**config.mk**
```make
export PLATFORM = sky130hd
export DESIGN_NAME = pix_alu_unit
export DESIGN_NICKNAME = d
export VERILOG_FILES = /design/src/rtl/pix_alu_pkg.sv /design/src/rtl/pix_tt_logic.sv /design/src/rtl/pix_lane_addsub.sv /design/src/rtl/pix_mask_gen.sv /design/src/rtl/pix_alu_unit.sv
export SDC_FILE = /design/constraint.sdc
export NUM_CORES = 1
export LEC_CHECK = 0
export ABC_AREA = 1
export BUFFER_PORTS_ARGS = -buffer_cell sky130_fd_sc_hd__buf_2
export CORE_ASPECT_RATIO = 0.9
export CORE_MARGIN = 5
export CORE_UTILIZATION = 60
export CTS_BUF_LIST = sky130_fd_sc_hd__clkbuf_16
export DETAILED_ROUTE_END_ITERATION = 10
export HOLD_SLACK_MARGIN = 0.08
export PLACE_DENSITY_LB_ADDON = 0.08
export SYNTH_ARGS = -nofsm -noshare
export SYNTH_HDL_FRONTEND = slang
export SYNTH_HIERARCHICAL = 1
export SYNTH_SLANG_ARGS = --single-unit
export TNS_END_PERCENT = 50
```
**constraint.sdc**
```tcl
create_clock -name clk -period 1.49 [get_ports clk]
set_input_delay 0.3725 -clock clk [delete_from_list [all_inputs] [get_ports clk]]
set_output_delay 0.3725 -clock clk [all_outputs]
set_load 0.005 [all_outputs]
```
**src/rtl/pix_alu_pkg.sv**
```systemverilog
`timescale 1ns/1ps
package pix_alu_pkg;
  typedef enum logic [1:0] {
    OP_BOOL = 2'd0,
    OP_ADD  = 2'd1,
    OP_SUB  = 2'd2,
    OP_MASK = 2'd3
  } alu_op_e;

  // Second arithmetic operand: flag picks between B and C when enabled.
  function automatic logic [31:0] pick_second(input logic en, input logic flg,
                                              input logic [31:0] b,
                                              input logic [31:0] c);
    pick_second = (en && !flg) ? c : b;
  endfunction
endpackage

```
**src/rtl/pix_tt_logic.sv**
```systemverilog
`timescale 1ns/1ps
module pix_tt_logic #(
  parameter int DATA_W = 32
) (
  input  logic [DATA_W-1:0] a,
  input  logic [DATA_W-1:0] b,
  input  logic [DATA_W-1:0] c,
  input  logic [7:0]        code,
  output logic [DATA_W-1:0] y
);
  for (genvar i = 0; i < DATA_W; i++) begin : g_bit
    assign y[i] = code[{a[i], b[i], c[i]}];
  end
endmodule

```
**src/rtl/pix_lane_addsub.sv**
```systemverilog
`timescale 1ns/1ps
module pix_lane_addsub #(
  parameter int DATA_W = 32,
  parameter int LANE_W = 8
) (
  input  logic [DATA_W-1:0]        p,
  input  logic [DATA_W-1:0]        q,
  input  logic                     sub,
  input  logic                     split,
  output logic [DATA_W-1:0]        sum,
  output logic [DATA_W/LANE_W-1:0] cflags
);
  localparam int LANES = DATA_W / LANE_W;

  logic [LANES-1:0] cin;
  logic [LANES-1:0] cout;

  for (genvar k = 0; k < LANES; k++) begin : g_lane
    logic [LANE_W:0] part;
    if (k == 0) begin : g_first
      assign cin[k] = sub;
    end else begin : g_rest
      assign cin[k] = split ? sub : cout[k-1];
    end
    assign part = {1'b0, p[k*LANE_W +: LANE_W]}
                + {1'b0, q[k*LANE_W +: LANE_W] ^ {LANE_W{sub}}}
                + {{LANE_W{1'b0}}, cin[k]};
    assign sum[k*LANE_W +: LANE_W] = part[LANE_W-1:0];
    assign cout[k] = part[LANE_W];
  end

  assign cflags = split ? cout : {cout[LANES-1], {(LANES-1){1'b0}}};
endmodule

```
**src/rtl/pix_mask_gen.sv**
```systemverilog
`timescale 1ns/1ps
module pix_mask_gen #(
  parameter int DATA_W = 32,
  parameter int CNT_W  = 6
) (
  input  logic [CNT_W-1:0]  cnt,
  output logic [DATA_W-1:0] mask
);
  always_comb begin
    for (int i = 0; i < DATA_W; i++) begin
      mask[i] = (int'(cnt) > i);
    end
  end
endmodule

```
**src/rtl/pix_alu_unit.sv**
```systemverilog
`timescale 1ns/1ps
module pix_alu_unit
  import pix_alu_pkg::*;
#(
  parameter int DATA_W = 32,
  parameter int LANE_W = 8,
  parameter int CNT_W  = 6
) (
  input  logic                     clk,
  input  logic                     rst_n,
  input  logic                     in_valid,
  input  logic [DATA_W-1:0]        opa,
  input  logic [DATA_W-1:0]        opb,
  input  logic [DATA_W-1:0]        opc,
  input  logic [7:0]               func,
  input  logic [1:0]               mode,
  input  logic                     lane_byte,
  input  logic [CNT_W-1:0]         mask_cnt,
  input  logic                     src_sel,
  input  logic                     flag,
  input  logic                     gate_en,
  input  logic                     gate_ok,
  output logic [DATA_W-1:0]        result,
  output logic [DATA_W/LANE_W-1:0] carry,
  output logic                     res_valid
);
  localparam int LANES = DATA_W / LANE_W;

  alu_op_e            op;
  logic [DATA_W-1:0]  second_op;
  logic [DATA_W-1:0]  tt_y;
  logic [DATA_W-1:0]  as_y;
  logic [LANES-1:0]   as_c;
  logic [DATA_W-1:0]  mk_y;
  logic [DATA_W-1:0]  next_res;
  logic [LANES-1:0]   next_car;
  logic               commit;
  logic               is_arith;

  assign op        = alu_op_e'(mode);
  assign is_arith  = (op == OP_ADD) || (op == OP_SUB);
  assign second_op = pick_second(src_sel, flag, opb, opc);
  assign commit    = in_valid && (!gate_en || gate_ok);

  pix_tt_logic #(.DATA_W(DATA_W)) i_tt (
    .a(opa), .b(opb), .c(opc), .code(func), .y(tt_y)
  );

  pix_lane_addsub #(.DATA_W(DATA_W), .LANE_W(LANE_W)) i_as (
    .p(opa), .q(second_op), .sub(op == OP_SUB), .split(lane_byte),
    .sum(as_y), .cflags(as_c)
  );

  pix_mask_gen #(.DATA_W(DATA_W), .CNT_W(CNT_W)) i_mk (
    .cnt(mask_cnt), .mask(mk_y)
  );

  always_comb begin
    unique case (op)
      OP_BOOL: next_res = tt_y;
      OP_ADD,
      OP_SUB:  next_res = as_y;
      default: next_res = mk_y;
    endcase
    next_car = is_arith ? as_c : '0;
  end

  always_ff @(posedge clk or negedge rst_n) begin
    if (!rst_n) begin
      result    <= '0;
      carry     <= '0;
      res_valid <= 1'b0;
    end else begin
      res_valid <= commit;
      if (commit) begin
        result <= next_res;
        carry  <= next_car;
      end
    end
  end

  AST_RESET_CLEAR: assert property (@(posedge clk)
    !rst_n |=> (result == '0) && (carry == '0) && !res_valid);
  AST_SKIP_HOLDS: assert property (@(posedge clk) disable iff (!rst_n)
    !(in_valid && (!gate_en || gate_ok)) |=> !res_valid && $stable(result) && $stable(carry));
  AST_ONE_CYCLE: assert property (@(posedge clk) disable iff (!rst_n)
    (in_valid && (!gate_en || gate_ok)) |=> res_valid);
  AST_WORD_LOW_CARRY: assert property (@(posedge clk) disable iff (!rst_n)
    (commit && !lane_byte) |=> (carry[LANES-2:0] == '0));
  AST_TT_ALL_ONES: assert property (@(posedge clk) disable iff (!rst_n)
    (commit && op == OP_BOOL && func == 8'hFF) |=> (result == '1));
  AST_MASK_EDGES: assert property (@(posedge clk) disable iff (!rst_n)
    (commit && op == OP_MASK && int'(mask_cnt) >= DATA_W) |=> (result == '1));
  AST_NO_CARRY_NONARITH: assert property (@(posedge clk) disable iff (!rst_n)
    (commit && !is_arith) |=> (carry == '0));
endmodule

```
==> reports/results.ini, run 1 <==
[sta]
worst_slack_ns = -3.74
fmax_mhz = 191
tightestPinTransition_ns = 0.503
relSlewSlack_pct = 66.4
final.period_utilization_pct = 351
rsz0062_at_grt = true
drv_slew = 0
finalSetupViolCount = 35
hold_viol = 0
fin_crit_ns = 5.23
skew_ns = 0

[cts]
cts_buffer_depth = 2
cts_buffers = 5
cts_hold_buffers = 0
htreeDepth = 2
root_buffer = clkbuf_16
cts_sinks = 37
clk_pin_slew_ns = 0.06
clk_latency_ns = 0.29
cts_tree = done

[layout]
drive_above_1_share_pct = 26.8
fin_area_um2 = 10400
area_growth_pct = 33.8
final_util_pct = 82.0
antenna_cells = 0
final_cell_mix = 752 x nand2_1, 194 x nand3_1, 175 x buf_4
finalNetCount = 1956
final_common_cell = nand2_1

[drt]
drt-wirelength-per-cell_um = 15.2
drc = 0
routed_wl_um = 29800
viasPerCell = 5.48
ant_nets = 0
vias = 10759
drtIter0Drc = 1194
dr.pass1.iters = 9

[synthesis]
synthesis.nets = 1655
yosysSeqAreaShare_pct = 11.9
synthTopCellsByArea = nand2_1 37%, nand3_1 14%, dfrtp_1 12%, inv_1 7.8%, ha_1 5.0%
yosys_warnings = 6
synth_cell_types = 27
ys_ff_latch = 37
synth_top_area_share_pct = 37.4
avgSynthCellArea_um2 = 5.19
synth_largest_area_cell = nand2_1
netlist_instances = 1497
syn_area_um2 = 7770

[global_routing]
antenna_found_initial = 0
grt_util_all_layers_pct = 37.1
grt_max_degree = 39
grt_pass1_vias = 10080
grt_pass1_wl_um = 46700
grt_overflow = 0

[job]
maxCapViolCount = 0

[worst_setup_path]
worst_path_largest_cell_delay_ns = 0.38
critPathMaxFanout = 8
r2r_cells = 2
critical_path_class = in2reg
reg2reg_setup_slack_ns = 0.75
regToRegStartpoint = carry[3]$_DFFE_PN0P_
rr_endpoint = carry[3]$_DFFE_PN0P_
endpoint_kind = flop
worst_path_max_delay_cell = fa_2
arrival_ns = 5.46
crit_path_start_kind = input port
required_ns = 1.72

[pwr]
p_switching_mw = 3.11
swShare_pct = 45.1
peakVddDrop_mv = 0.791
p_clk_share_pct = 15.3
p_comb_share_pct = 65.6
leakagePower_nw = 6.55
pwr-share-seq_pct = 19.1
p_int_mw = 3.78
p_per_area_nw_per_um2 = 662
p_total_mw = 6.88

[hold_path]
hold_class = in2async

[placed_design]
placedInstanceArea_um2 = 9760
io_buffers = 156
dp_hpwl_um = 21700
gp_congestion = 0.998

[floorplan]
row_count = 39
start_util_pct = 61.3
die_x_um = 130
core_um2 = 12700
die_h_um = 118
die_area_um2 = 15300
ios = 157

[status]
violations = negative setup slack
status = finished with violations

==> Yosys cell counts (all sizes together) <==
cell,instances
nand2,786
nand3,214
inv,191
nor2,85
buf,59
dfrtp,37
xor2,33
ha,31
a21oi,19
o21ai,19
xnor2,10
fa,7
o21bai,3
a21o,2
clkbuf,1
==> what timing repair did <==
| item | 4_1_cts | 5_1_grt |
|---|---|---|
| setup buffers | 20 | 10 |
| pin swaps | 14 | 35 |
| resized for setup | 44 | 36 |
| endpoints found under the setup margin | 35 | 35 |
==> power groups by stage <==
stage	Sequential (mW)	Combinational [mW]	Clock [mW]
after floorplan	1.33	2.33	0
after global routing	1.33	4.95	1.08
final	1.31	4.52	1.05
after global placement	1.31	3.90	0
after detailed placement	1.32	3.99	0
after CTS	1.31	4.23	1.04
==> cell type report <==
cell class	instances	area, µm²
multi-input combinational	1209	5830
timing repair buffer	354	2560
fill	952	2280
sequential	37	926
inverter	191	742
tap	164	205
clock buffer	5	125
clock inverter	3	13.8
==> metal layers <==
metal  vias to the layer above  GRT usage [%]  part of all wire (%)
li1                       5157              -                     -
met1                      4730           44.8                    37
met2                       720           61.0                    46
met3                       152           7.53                    11
met4                         0           20.1                   6.1
met5                         -              0                     0
==> how the worst max path moves through the flow <==
stage	from	to	slack (ns)	cells after the start
6_report	src_sel	result[30]$_DFFE_PN0P_	-3.74	37
5_1_grt	src_sel	result[30]$_DFFE_PN0P_	-3.97	36
4_1_cts	src_sel	result[30]$_DFFE_PN0P_	-3.58	35
3_5_place_dp	src_sel	result[30]$_DFFE_PN0P_	-3.99	37
3_3_place_gp	flag	result[30]$_DFFE_PN0P_	-3.81	36
2_1_floorplan	mode[0]	result[30]$_DFFE_PN0P_	-3.71	35
==> metrics by stage <==
stage          worst slack [ns]  setup TNS [ns]  hold slack [ns]  std cells
2_1_floorplan             -3.71          -70.45           0.0769       1497
3_3_place_gp              -3.81          -78.55            0.437       1925
3_5_place_dp              -3.99          -83.14            0.442       1925
4_1_cts                   -3.58          -68.40            0.136       1953
5_1_grt                   -3.97          -79.21            0.172       1963
6_report                  -3.74          -74.40            0.122       1963
==> registers in the layout, indices dropped and copies added, names as in the netlist <==
name	count
res_valid	1
result	32
carry	4
==> critical path, delay by kind of cell <==
kind	cells	cell delay (ns)
compound gates	4	0.65
fa+ha+maj	7	2.37
buf+inv	5	0.39
simple gates	21	1.70
==> cell families after synthesis <==
family                   Yosys count  synth area share (%)
XOR/XNOR                          43                  4.85
AND/OR/NAND/NOR                 1085                  56.9
buffers and inverters            251                  16.2
AO/OA/AOI/OAI                     43                  3.36
flip-flops                        37                  11.9
adder cells (fa/ha/maj)           38                  6.79
Note: power is estimated with default switching activity, not from simulation.
==> inputs of run 2 (changes only) <==
- ABC_AREA: 1 -> not set
- CTS_CLUSTER_SIZE: not set -> 25
==> reports/results.ini, run 2 <==
[sta]
hold_viol = 0  ; unchanged
tightestPinTransition_ns = 0.504  ; +0.000719 ns
fin_crit_ns = 7.08  ; +1.85 ns
final.period_utilization_pct = 475  ; +120 points
skew_ns = 0  ; unchanged
drv_slew = 0  ; unchanged
fmax_mhz = 141  ; -26%
hold_slack_ns = 0.138  ; +0.0155 ns
rsz0062_at_grt = true
worst_slack_ns = -5.59  ; -1.85 ns
finalSetupViolCount = 36  ; +2.9%
relSlewSlack_pct = 66.4  ; about the same

[worst_setup_path]
critPathMaxFanout = 7  ; -1
critical_path_class = in2reg
worst_path_max_delay_cell = or4_1
arrival_ns = 7.25  ; +1.79 ns
worst_path_largest_cell_delay_ns = 0.42  ; +0.04 ns
endpoint_kind = flop
required_ns = 1.66  ; -0.06 ns
crit_path_start_kind = input port
path_common_cell = fa_2
r2r_cells = 1  ; -1

[hold_path]
hold_class = in2async

[synthesis]
synthesis.nets = 784  ; -53%
synth_edf_count = 0  ; unchanged
avgSynthCellArea_um2 = 10.8  ; +110%
synth_largest_area_cell = mux4_1
netlist_instances = 626  ; -58%
ys_ff_latch = 37  ; unchanged
synth_common_cells = 72 x mux2_2, 62 x inv_1, 54 x mux4_1, 47 x a21oi_1, 37 x dfrtp_1
yosysSeqAreaShare_pct = 13.7  ; +1.8 points
synth_cell_types = 57  ; +110%
synthTopCellsByArea = mux4_1 21%, dfrtp_1 14%, mux2_2 12%, ha_1 5.7%, xor2_1 4.4%
synth_top_area_share_pct = 20.9  ; -16 points
yosysMostFrequentCell = mux2_2
syn_area_um2 = 6780  ; -13%
postSynth.asyncResetShare_pct = 100  ; unchanged
ys.flop_type = dfrtp_1
yosys_warnings = 6  ; unchanged

[drt]
dr.pass1.iters = 10  ; +1
vias = 7355  ; -32%
routed_wl_um = 26700  ; -11%
drtIter0Drc = 774  ; -35%
drc = 1  ; +1
drt-wirelength-per-cell_um = 24.0  ; +58%
ant_nets = 0  ; unchanged
viasPerCell = 6.61  ; +21%

[placed_design]
io_buffers = 156  ; unchanged
dp_hpwl_um = 18200  ; -16%
pre_cts_ws_ns = -5.76  ; -1.76 ns
gp_congestion = 1.02  ; +1.9%

[layout]
final_cell_mix = 212 x buf_4, 147 x buf_2, 69 x mux2_2
final_util_pct = 89.7  ; +7.7 points
finalNetCount = 1118  ; -43%
seq_area_um2 = 926  ; unchanged
area_growth_pct = 44.9
final_common_cell = buf_4
regMostFlops = result
fillCellCount = 464  ; -51%
multi_input_area_um2 = 5570  ; -4.4%
drive_above_1_share_pct = 58.8  ; +32 points
largest_reg_flops = 32  ; unchanged
reg.largest.list = result (32), carry (4), res_valid (1)
antenna_cells = 0  ; unchanged

[global_routing]
grt.busiest_layer = met2
grt_max_degree = 38  ; -2.6%
grt_pass1_vias = 7670  ; -24%
use_met2_pct = 62.6  ; +1.6 points
grt_overflow = 0  ; unchanged
grt_util_all_layers_pct = 36.3  ; -0.77 points
antenna_found_initial = 1  ; +1
grt_use_met3_pct = 5.51  ; -2.0 points
grt_pass1_wl_um = 39100  ; -16%
met1_usage_pct = 43.1  ; -1.8 points

[cts]
htreeDepth = 2  ; unchanged
cts_tree = done
clk_latency_ns = 0.29  ; about the same
cts_hold_buffers = 0  ; unchanged
clk_pin_slew_ns = 0.06  ; about the same
cts_buffer_depth = 2  ; unchanged
cts_buffers = 5  ; unchanged
root_buffer = clkbuf_16
cts_sinks = 37  ; unchanged

[floorplan]
die_x_um = 122  ; -6.1%
ios = 157  ; unchanged
core_um2 = 10900  ; -14%
die_h_um = 111  ; -6.1%
start_util_pct = 61.9  ; +0.65 points
die_area_um2 = 13500  ; -12%
row_count = 36  ; -7.7%

[status]
status = finished with violations
violations = design-rule violations, negative setup slack

[job]
maxCapViolCount = 0  ; unchanged

[pwr]
peakVddDrop_mv = 0.645  ; -18%
p_per_area_nw_per_um2 = 749  ; +13%
leakagePower_nw = 4.85  ; -26%

## run 2: area by class of cell
| type | instances | share of cell area, % |
|---|---|---|
| Clock buffer | 5 | 1.27 |
| Clock inverter | 3 | 0.421 |
| Sequential cell | 37 | 9.43 |
| Tap cell | 152 | 1.94 |
| Timing Repair Buffer | 383 | 27.7 |
| Multi-Input combinational cell | 469 | 56.8 |
| Inverter | 64 | 2.45 |
## run 2: metal layers
metal  vias to the layer above  routed length, µm
li1                       3085                  -
met1                      3509               9140
met2                       569              12900
met3                       190               2420
met4                         2               2240
met5                         -                 13
## run 2: cell families after synthesis
logic type               share of synthesized area, %
XOR/XNOR                                         6.46
AO/OA/AOI/OAI                                    15.9
AND/OR/NAND/NOR                                  5.24
multiplexers                                     41.9
flip-flops                                       13.7
buffers and inverters                            8.99
adder cells (fa/ha/maj)                          7.79
## run 2: power breakdown
part | internal (mW) | total (mW) | leakage [nW] | switching, mW
clock | 0.785 | 1.24 | 0.0775 | 0.459
combinational | 2.50 | 4.67 | 4.33 | 2.17
sequential | 1.27 | 1.44 | 0.444 | 0.167
## run 2: through the flow
step / instances / power, mW / cell area (µm²) / TNS, ns
final: 1113 / 7.35 / 9820 / -114.06
after global routing: 1113 / 7.67 / 9820 / -119.76
after CTS: 1113 / 7.01 / 9670 / -111.26
after detailed placement: 1096 / 5.59 / 9260 / -122.67
after global placement: 1096 / 5.41 / 9260 / -116.44
after floorplan: 626 / 3.76 / 6850 / -109.44
## run 2: path summary, 6_finish.rpt
| path | from | to | slack [ns] |
|---|---|---|---|
| max | src_sel | result[31]$_DFFE_PN0P_ | -5.59 |
| min | rst_n | result[1]$_DFFE_PN0P_ | 0.14 |
| max reg2reg | result[12]$_DFFE_PN0P_ | result[12]$_DFFE_PN0P_ | 0.69 |
| min reg2reg | result[11]$_DFFE_PN0P_ | result[11]$_DFFE_PN0P_ | 0.49 |
| max in group asynchronous | rst_n | result[28]$_DFFE_PN0P_ | 0.99 |
| min in group clk | result[11]$_DFFE_PN0P_ | result[11]$_DFFE_PN0P_ | 0.49 |
## run 2: repair_timing
item,in CTS,in global routing
buffers inserted,11,3
gates resized for setup,32,30
setup endpoints to repair,36,36
pin swaps,28,26
## run 2: critical path, delay by kind of cell
kind / cells / cell delay, ns
fa+ha+maj: 6 / 1.57
buf+inv: 2 / 0.25
mux: 2 / 0.63
simple gates: 6 / 1.18
xor+xnor: 2 / 0.32
compound gates: 16 / 2.91
==> inputs of run 3 (changes only) <==
- CORE_ASPECT_RATIO: 0.9 -> not set
==> reports/results.ini, run 3 (same netlist as run 2, synthesis figures left out) <==
[cts]
cts_sinks = 37  ; unchanged
clk_pin_slew_ns = 0.06  ; about the same
htreeDepth = 2  ; unchanged
cts_tree = done
clk_latency_ns = 0.29  ; about the same
root_buffer = clkbuf_16
cts_buffers = 5  ; unchanged
cts_buffer_depth = 2  ; unchanged

[job]
maxCapViolCount = 0  ; unchanged

[worst_setup_path]
crit_path_start_kind = input port
worst_path_max_delay_cell = or4_1
arrival_ns = 7.45  ; +0.20 ns
worst_path_largest_cell_delay_ns = 0.41  ; about the same
rr_endpoint = result[11]$_DFFE_PN0P_
reg2reg_setup_slack_ns = 0.70  ; about the same
endpoint_kind = flop
required_ns = 1.66  ; about the same
critical_path_class = in2reg
critPathMaxFanout = 6  ; -1
path_common_cell = fa_2
regToRegStartpoint = result[11]$_DFFE_PN0P_
r2r_cells = 1  ; unchanged

[layout]
area_growth_pct = 47.8
final_cell_mix = 221 x buf_4, 150 x buf_2, 65 x mux2_2
final_common_cell = buf_4
fillCellCount = 435  ; -6.3%
finalNetCount = 1131  ; +1.2%
fin_area_um2 = 10000  ; +2.0%
largest_reg_flops = 32  ; unchanged
reg.largest.list = result (32), carry (4), res_valid (1)
drive_above_1_share_pct = 60.8  ; +2.0 points
regMostFlops = result

[global_routing]
grt_pass1_wl_um = 38600  ; -1.2%
antenna_found_initial = 1  ; unchanged
use_met2_pct = 64.9  ; +2.3 points
grt_use_met3_pct = 6.68  ; +1.2 points
grt.busiest_layer = met2
grt_util_all_layers_pct = 37.1  ; +0.78 points
grt_pass1_vias = 7478  ; -2.5%
grt_max_degree = 38  ; unchanged
grt_overflow = 0  ; unchanged
met1_usage_pct = 42.7  ; -0.33 points

[sta]
worst_slack_ns = -5.79  ; -0.201 ns
final.period_utilization_pct = 489  ; +14 points
fin_crit_ns = 7.28  ; +0.201 ns
drv_slew = 0  ; unchanged
relSlewSlack_pct = 65.8  ; -0.58 points
rsz0062_at_grt = true
finalSetupViolCount = 36  ; unchanged
skew_ns = 0  ; unchanged
tns_ns = -121.08  ; -7.01 ns
fmax_mhz = 137  ; -2.8%
tightestPinTransition_ns = 0.513  ; +0.00876 ns
hold_viol = 0  ; unchanged

[status]
status = finished with violations
violations = negative setup slack

[pwr]
peakVddDrop_mv = 0.847  ; +31%
p_total_mw = 7.48  ; +1.7%
leakagePower_nw = 4.97  ; +2.5%
p_per_area_nw_per_um2 = 747  ; -0.28%

[drt]
viasPerCell = 6.81  ; +3.0%
routed_wl_um = 28500  ; +6.7%
drc = 0  ; -1
vias = 7596  ; +3.3%
dr.pass1.iters = 6  ; -4
drtIter0Drc = 912  ; +18%
drt-wirelength-per-cell_um = 25.5  ; +6.4%
ant_nets = 0  ; unchanged

[placed_design]
placedInstanceArea_um2 = 9300  ; +0.35%
gp_congestion = 1.00  ; -1.6%
dp_hpwl_um = 19500  ; +6.7%
io_buffers = 156  ; unchanged
pre_cts_ws_ns = -5.80  ; -0.0461 ns

[floorplan]
ios = 157  ; unchanged
core_um2 = 10900  ; about the same
die_area_um2 = 13500  ; about the same
die_x_um = 116  ; -4.7%
die_h_um = 116  ; +4.9%
start_util_pct = 62.0  ; about the same
row_count = 38  ; +5.6%

[hold_path]
hold_class = in2async

run 3: area by class of cell:
class	count	area, µm²	share of cell area, %
Multi-Input combinational cell	469	5690	56.8
Tap cell	140	175	1.75
Clock buffer	5	125	1.25
Timing Repair Buffer	396	2840	28.4
Sequential cell	37	926	9.24
Inverter	64	240	2.40
Clock inverter	3	17.5	0.175
Antenna cell	2	5.00	0.0500
run 3: worst max-delay path by stage:
stage / startpoint / end / cells after the start
after CTS: flag / result[31]$_DFFE_PN0P_ / 33
after global placement: flag / result[31]$_DFFE_PN0P_ / 33
after global routing: mode[0] / result[31]$_DFFE_PN0P_ / 34
after detailed placement: flag / result[31]$_DFFE_PN0P_ / 33
final: flag / result[31]$_DFFE_PN0P_ / 34
after floorplan: flag / result[31]$_DFFE_PN0P_ / 34
run 3: repair_timing:
item | 4_1_cts | 5_1_grt
setup endpoints to repair | 36 | 36
hold buffers | 0 | 0
gates resized for setup | 31 | 51
gates cloned | 0 | 0
hold endpoints to repair | 0 | 0
buffers inserted | 6 | 13
pin swaps | 21 | 32
run 3: metal layers:
layer,routed length [µm],up-vias
met1,9720,3610
met2,13600,649
met3,2760,216
li1,-,3121
met4,2410,0
met5,0,-
run 3: power breakdown:
group,switching [mW],internal (mW)
clock network,0.443,0.614
registers,0.150,1.27
logic,2.35,2.66
run 3: stage by stage:
| step | instances | utilization, % | hold slack, ns |
|---|---|---|---|
| after floorplan | 626 | - | 0.0769 |
| after CTS | 1101 | 88.2 | 0.143 |
| after global routing | 1115 | 91.6 | 0.167 |
| after detailed placement | 1087 | 85.0 | 0.446 |
| final | 1116 | 91.6 | 0.119 |
| after global placement | 1087 | 85.0 | 0.422 |
run 3: critical path, delay by kind of cell:
kind / cells / cell delay [ns]
muxes: 2 / 0.60
adders and majority gates: 6 / 1.62
buffers and inverters: 2 / 0.20
and+or+nand+nor: 7 / 1.27
AOI/OAI and AO/OA: 15 / 3.06
xor gates and xnor gates: 2 / 0.31
